### config.mk
export PLATFORM = sky130hd
export DESIGN_NAME = ms_rtc_top
export DESIGN_NICKNAME = d
export VERILOG_FILES = /design/src/rtl/rtc_ms_pkg.sv /design/src/rtl/rtc_addr_decode.sv /design/src/rtl/rtc_time_count.sv /design/src/rtl/rtc_shadow_latch.sv /design/src/rtl/rtc_read_port.sv /design/src/rtl/ms_rtc_top.sv
export SDC_FILE = /design/constraint.sdc
export NUM_CORES = 1
export LEC_CHECK = 0
export ABC_CLOCK_PERIOD_IN_PS = 1900
export CORE_UTILIZATION = 51
export CTS_CLUSTER_SIZE = 8
export DETAILED_ROUTE_END_ITERATION = 7
export DONT_BUFFER_PORTS = 1
export PLACE_DENSITY = 0.71
export REMOVE_ABC_BUFFERS = 1
export SLEW_MARGIN = 25
export SYNTH_ARGS = -nofsm -noshare
export SYNTH_HDL_FRONTEND = slang
export SYNTH_SLANG_ARGS = --single-unit
### constraint.sdc
create_clock -name clk -period 1.9 [get_ports clk]
set_input_delay 0.285 -clock clk [delete_from_list [all_inputs] [get_ports clk]]
set_output_delay 0.285 -clock clk [all_outputs]
set_load 0.02 [all_outputs]
### src/rtl/rtc_ms_pkg.sv
package rtc_ms_pkg;
   // Byte offsets decoded by software; their values are part of the interface.
   localparam int unsigned OFS_SECONDS  = 32'h08;
   localparam int unsigned OFS_SNAPSHOT = 32'h0C;
   localparam int unsigned OFS_MILLIS   = 32'h10;

   typedef enum logic [1:0] {
      REG_NONE,
      REG_SECONDS,
      REG_SNAPSHOT,
      REG_MILLIS
   } rtc_reg_e;
endpackage

### src/rtl/rtc_addr_decode.sv
module rtc_addr_decode
   import rtc_ms_pkg::*;
#(
   parameter int ADDR_W = 8
) (
   input  logic [ADDR_W-1:0] addr,
   output rtc_reg_e          reg_sel
);
   if (ADDR_W < 5) begin : g_bad_addr
      $error("rtc_addr_decode: ADDR_W too small for register offsets");
   end

   always_comb begin
      if (addr == ADDR_W'(OFS_SECONDS))       reg_sel = REG_SECONDS;
      else if (addr == ADDR_W'(OFS_SNAPSHOT)) reg_sel = REG_SNAPSHOT;
      else if (addr == ADDR_W'(OFS_MILLIS))   reg_sel = REG_MILLIS;
      else                                    reg_sel = REG_NONE;
   end
endmodule

### src/rtl/rtc_time_count.sv
module rtc_time_count #(
   parameter int SEC_W      = 32,
   parameter int MS_PER_SEC = 1000,
   parameter int MS_W       = $clog2(MS_PER_SEC)
) (
   input  logic             clk,
   input  logic             rst_n,
   input  logic             tick,
   input  logic             load,
   input  logic [SEC_W-1:0] load_val,
   output logic [MS_W-1:0]  ms_q,
   output logic [SEC_W-1:0] sec_q
);
   localparam logic [MS_W-1:0] MS_LAST = MS_W'(MS_PER_SEC - 1);

   if (MS_PER_SEC < 2) begin : g_bad_rate
      $error("rtc_time_count: MS_PER_SEC must be at least 2");
   end

   logic ms_wrap;
   assign ms_wrap = (ms_q == MS_LAST);

   always_ff @(posedge clk or negedge rst_n) begin
      if (!rst_n) begin
         ms_q  <= '0;
         sec_q <= '0;
      end else if (load) begin
         ms_q  <= '0;
         sec_q <= load_val;
      end else if (tick) begin
         if (ms_wrap) begin
            ms_q  <= '0;
            sec_q <= sec_q + 1'b1;
         end else begin
            ms_q  <= ms_q + 1'b1;
         end
      end
   end
endmodule

### src/rtl/rtc_shadow_latch.sv
module rtc_shadow_latch #(
   parameter int SEC_W = 32
) (
   input  logic             clk,
   input  logic             rst_n,
   input  logic             capture,
   input  logic [SEC_W-1:0] sec_in,
   output logic [SEC_W-1:0] shadow_q
);
   always_ff @(posedge clk or negedge rst_n) begin
      if (!rst_n)       shadow_q <= '0;
      else if (capture) shadow_q <= sec_in;
   end
endmodule

### src/rtl/rtc_read_port.sv
module rtc_read_port
   import rtc_ms_pkg::*;
#(
   parameter int DATA_W    = 32,
   parameter int SEC_W     = 32,
   parameter int MS_W      = 10,
   parameter bit RDATA_REG = 1'b1
) (
   input  logic              clk,
   input  logic              rst_n,
   input  logic              rd,
   input  rtc_reg_e          reg_sel,
   input  logic [SEC_W-1:0]  sec,
   input  logic [SEC_W-1:0]  shadow,
   input  logic [MS_W-1:0]   ms,
   output logic [DATA_W-1:0] rdata
);
   if (DATA_W < SEC_W || DATA_W < MS_W) begin : g_bad_data
      $error("rtc_read_port: DATA_W narrower than a register");
   end

   logic [DATA_W-1:0] mux_d;

   always_comb begin
      mux_d = '0;
      if (rd) begin
         unique case (reg_sel)
            REG_SECONDS:  mux_d = DATA_W'(sec);
            REG_SNAPSHOT: mux_d = DATA_W'(shadow);
            REG_MILLIS:   mux_d = DATA_W'(ms);
            default:      mux_d = '0;
         endcase
      end
   end

   if (RDATA_REG) begin : g_rd_flop
      always_ff @(posedge clk or negedge rst_n) begin
         if (!rst_n)  rdata <= '0;
         else if (rd) rdata <= mux_d;
      end
   end else begin : g_rd_comb
      assign rdata = mux_d;
   end
endmodule

### src/rtl/ms_rtc_top.sv
module ms_rtc_top
   import rtc_ms_pkg::*;
#(
   parameter int ADDR_W     = 8,
   parameter int DATA_W     = 32,
   parameter int SEC_W      = 32,
   parameter int MS_PER_SEC = 1000,
   parameter bit RDATA_REG  = 1'b1
) (
   input  logic              clk,
   input  logic              rst_n,
   input  logic              tick_ms,
   input  logic              bus_sel,
   input  logic              bus_we,
   input  logic [ADDR_W-1:0] bus_addr,
   input  logic [DATA_W-1:0] bus_wdata,
   output logic [DATA_W-1:0] bus_rdata
);
   localparam int MS_W = $clog2(MS_PER_SEC);

   rtc_reg_e         reg_sel;
   logic             rd_req, wr_req, load_sec, cap_shadow;
   logic [MS_W-1:0]  ms_q;
   logic [SEC_W-1:0] sec_q, shadow_q;

   assign rd_req     = bus_sel & ~bus_we;
   assign wr_req     = bus_sel &  bus_we;
   assign load_sec   = wr_req & (reg_sel == REG_SECONDS);
   assign cap_shadow = rd_req & (reg_sel == REG_MILLIS);

   rtc_addr_decode #(.ADDR_W(ADDR_W)) u_dec (
      .addr    (bus_addr),
      .reg_sel (reg_sel)
   );

   rtc_time_count #(.SEC_W(SEC_W), .MS_PER_SEC(MS_PER_SEC), .MS_W(MS_W)) u_cnt (
      .clk      (clk),
      .rst_n    (rst_n),
      .tick     (tick_ms),
      .load     (load_sec),
      .load_val (bus_wdata[SEC_W-1:0]),
      .ms_q     (ms_q),
      .sec_q    (sec_q)
   );

   rtc_shadow_latch #(.SEC_W(SEC_W)) u_shd (
      .clk      (clk),
      .rst_n    (rst_n),
      .capture  (cap_shadow),
      .sec_in   (sec_q),
      .shadow_q (shadow_q)
   );

   rtc_read_port #(.DATA_W(DATA_W), .SEC_W(SEC_W), .MS_W(MS_W),
                   .RDATA_REG(RDATA_REG)) u_rd (
      .clk     (clk),
      .rst_n   (rst_n),
      .rd      (rd_req),
      .reg_sel (reg_sel),
      .sec     (sec_q),
      .shadow  (shadow_q),
      .ms      (ms_q),
      .rdata   (bus_rdata)
   );
endmodule

==> results_dict.tcl <==
set metrics [dict create \
    cts_tree "done" \
    initialDrtViolationCount 131 \
    hp-class "input pin to asynchronous set/reset pin" \
    finalHoldViolCount 106 \
    p_seq_share_pct 57.5 \
    status "finished with violations" \
    period_needed_ps 1880 \
    p_switching_mw 1.00 \
    antenna_cells 0 \
    crit_path_end_kind "flop" \
    cp.required_ps 2170 \
    critPathKind "flop to flop" \
    drc 0 \
    post_route_cells_drive_above_1_share_pct 25.3 \
    final_cell_area_um2 6020 \
    internal_power_mw 3.13 \
    overflow 0 \
    grt_use_total_pct 23.4 \
    cts.sink_count 106 \
    clkTransAtPathRegs_ps 100 \
    synthDistinctLibCells 43 \
    max_stage_delay_ps 650 \
    place_area_um2 5700 \
    p_per_area_nw_per_um2 686 \
    arrival_ps 2160 \
    clockRootBuffer "clkbuf_8" \
    power_frac_clock_pct 34.3 \
    start_util_pct 53.1 \
    cts-buffers-inserted 9 \
    setup_viol 0 \
    worstSetupStartpointType "flop" \
    final_nets 584 \
    dr_total_vias 3847 \
    ys_ff_latch 106 \
    drv_slew 0 \
    rsz0062_at_grt "yes" \
    numPortBuffers 0 \
    core_area_um2 9860 \
    worst_slew_pin_slew_ps 425 \
    die_y_um 103 \
    ys_warn_count 0 \
    cpMaxStageDelayCell "or4_4" \
    vias_per_cell 5.70 \
    hpwlAfterDp_mm 7.87 \
    peakVddDrop_mv 0.318 \
    skew_ps 12.1 \
    fmaxAchievable_mhz 531 \
    avgSynthCellArea_um2 10.4 \
    place_congestion 0.915 \
    std_cell_rows 36 \
    drt_pass1_iterations 4 \
    syn_area_um2 5240 \
    grt_max_degree 107 \
    violations "negative hold slack" \
    htreeDepth 3 \
    synth_top_area_cell "dfrtp_1" \
    p_sw_share_pct 24.2 \
    area_delta_synth_final_pct 15.0 \
    cts_max_path_buffers 2 \
    synth.area.top_cells "dfrtp_1 (51%), mux2_2 (8.4%), nand2_1 (5.4%), mux2i_1 (4.6%), xnor2_1 (4.5%)" \
    grt_pass1_wl_mm 18.7 \
    antenna_found_initial 0 \
    clkLatencyLatePin_ps 380 \
    die_area_um2 10700 \
    die_w_um 103 \
    power_mw 4.13 \
    fin_hold_ws_ps -411 \
    ys_seq_area_share_pct 50.6 \
    relSlewSlack_pct 71.7 \
    final.period_utilization_pct 99.2 \
    synthCells 503 \
    cap_violations 0 \
    critPathMaxFanout 6 \
    r2r_setup_slack_ps 20 \
    io_pins 77 \
    synth_top_area_share_pct 50.6 \
    grt_pass1_vias 3742 \
    pwr-share-comb_pct 8.2 \
    path_cells "nand4_1, or4_4, nor4_2, xnor2_1, o21ai_1" \
    wire_per_inst_um 17.4 \
    drt-total-wl_mm 11.8 \
    postRouteAntennaNets 0 \
    p_leak_nw 2.66 \
]
[metal layers]
layer  wire, um  track usage, %
met1       5330            31.1
met2       5840            38.3
met3        441            3.63
met4        171            9.86
met5          0               0
[sequential cells by signal (all words and copies together) (netlist names)]
name,cells
u_shd.shadow_q,32
u_cnt.sec_q,32
u_rd.rdata,32
u_cnt.ms_q,10
[power groups by stage]
stage | registers, mW | logic [mW] | clock network [mW]
after floorplan | 2.46 | 0.143 | 0
after global placement | 2.42 | 0.324 | 0
after detailed placement | 2.42 | 0.329 | 0
after CTS | 2.38 | 0.329 | 1.44
after global routing | 2.39 | 0.373 | 1.52
final | 2.38 | 0.338 | 1.42
[per-stage QoR]
step / setup WS [ps] / setup TNS (ps) / hold slack (ps) / cells / util, %
2_1_floorplan: -1600 / -106400 / -10.6 / 470 / -
6_report: 15.4 / 0 / -411 / 675 / 61.1
3_5_place_dp: -236 / -11660 / -8.56 / 654 / 57.8
3_3_place_gp: -140 / -7340 / -8.73 / 654 / 57.8
4_1_cts: 9.76 / 0 / -425 / 670 / 59.8
5_1_grt: -55.6 / -200 / -422 / 675 / 61.1
[placed cells by master (no fill, tap or decap), types with 2 or more instances in the layout]
| cell | count |
|---|---|
| a21oi_1 | 8 |
| a22oi_1 | 10 |
| and2_1 | 2 |
| and3_1 | 4 |
| and4_1 | 3 |
| buf_12 | 4 |
| buf_4 | 51 |
| clkbuf_8 | 10 |
| clkinv_2 | 3 |
| dfrtp_1 | 105 |
| ha_1 | 2 |
| inv_1 | 9 |
| mux2_1 | 2 |
| mux2_2 | 39 |
| mux2i_1 | 24 |
| nand2_1 | 76 |
| nand2b_1 | 3 |
| nand3_1 | 10 |
| nand4_1 | 11 |
| nand4_2 | 2 |
| nor2_1 | 15 |
| nor3_1 | 13 |
| nor3_2 | 2 |
| nor4_1 | 3 |
| nor4_2 | 7 |
| nor4_4 | 6 |
| o21ai_0 | 44 |
| o21ai_1 | 17 |
| or4_1 | 2 |
| or4_4 | 3 |
| xnor2_1 | 27 |
| xor2_1 | 7 |
[logic make-up (layout without fill, tap and decap cells)]
| logic type | count (synthesis) | after routing | share of synthesized area, % |
|---|---|---|---|
| simple gates | 171 | 172 | 17.6 |
| flops | 106 | 106 | 50.6 |
| compound gates | 83 | 83 | 8.69 |
| mux | 65 | 65 | 13.4 |
| buf+inv | 42 | 80 | 3.46 |
| xor+xnor | 34 | 34 | 5.68 |
| fa+ha+maj | 2 | 2 | 0.478 |
[layout make-up]
type,count,area (um2)
timing repair buffer,55,463
fill,817,3840
tap,133,166
multi-input combinational,356,2510
clock inverter,5,53.8
inverter,9,33.8
sequential,106,2650
clock buffer,11,141
[repair_timing]
| action | 4_1_cts | 5_1_grt |
|---|---|---|
| setup buffers | 0 | 4 |
| gates resized for setup | 0 | 16 |
| endpoints found under the hold margin | 106 | 106 |
| endpoints found under the setup margin | 0 | 16 |
[synth_stat cells, drive strengths merged]
cell	instances
xnor2	27
dfrtp	106
nor4	16
ha	2
nand3	11
and4	4
or3	1
nor3	15
nand2	76
nand3b	1
nor2	15
nand4	13
clkbuf	16
a32o	1
o21ai	61
a211oi	1
and4b	1
nand4b	1
o211a	1
a21oi	8
mux2	41
nor3b	1
or4	4
mux2i	24
and2	2
a22oi	10
nor4b	1
and3	5
buf	17
xor2	7
o211ai	1
or2	1
nand2b	3
inv	9
[worst max-delay path, delay by kind of cell, from the launching register on]
kind	cells	cell delay (ps)
and+or+nand+nor	3	1190
AOI/OAI and AO/OA	1	80
DFF	1	360
xor gates and xnor gates	1	160
[final timing paths]
check / start / endpoint / depth (start not counted)
hold reg to reg: u_shd.shadow_q[6]$_DFFE_PN0P_ / u_shd.shadow_q[6]$_DFFE_PN0P_ / 1
min in group clk: bus_wdata[26] / u_cnt.sec_q[26]$_DFFE_PN0P_ / 2
setup reg to reg: u_cnt.sec_q[18]$_DFFE_PN0P_ / u_cnt.sec_q[25]$_DFFE_PN0P_ / 5
max in group asynchronous: rst_n / u_cnt.sec_q[3]$_DFFE_PN0P_ / 0
setup / recovery: u_cnt.sec_q[18]$_DFFE_PN0P_ / u_cnt.sec_q[25]$_DFFE_PN0P_ / 5
hold / removal: rst_n / u_cnt.sec_q[9]$_DFFE_PN0P_ / 0
No activity file was read; power rests on OpenSTA's default activity.
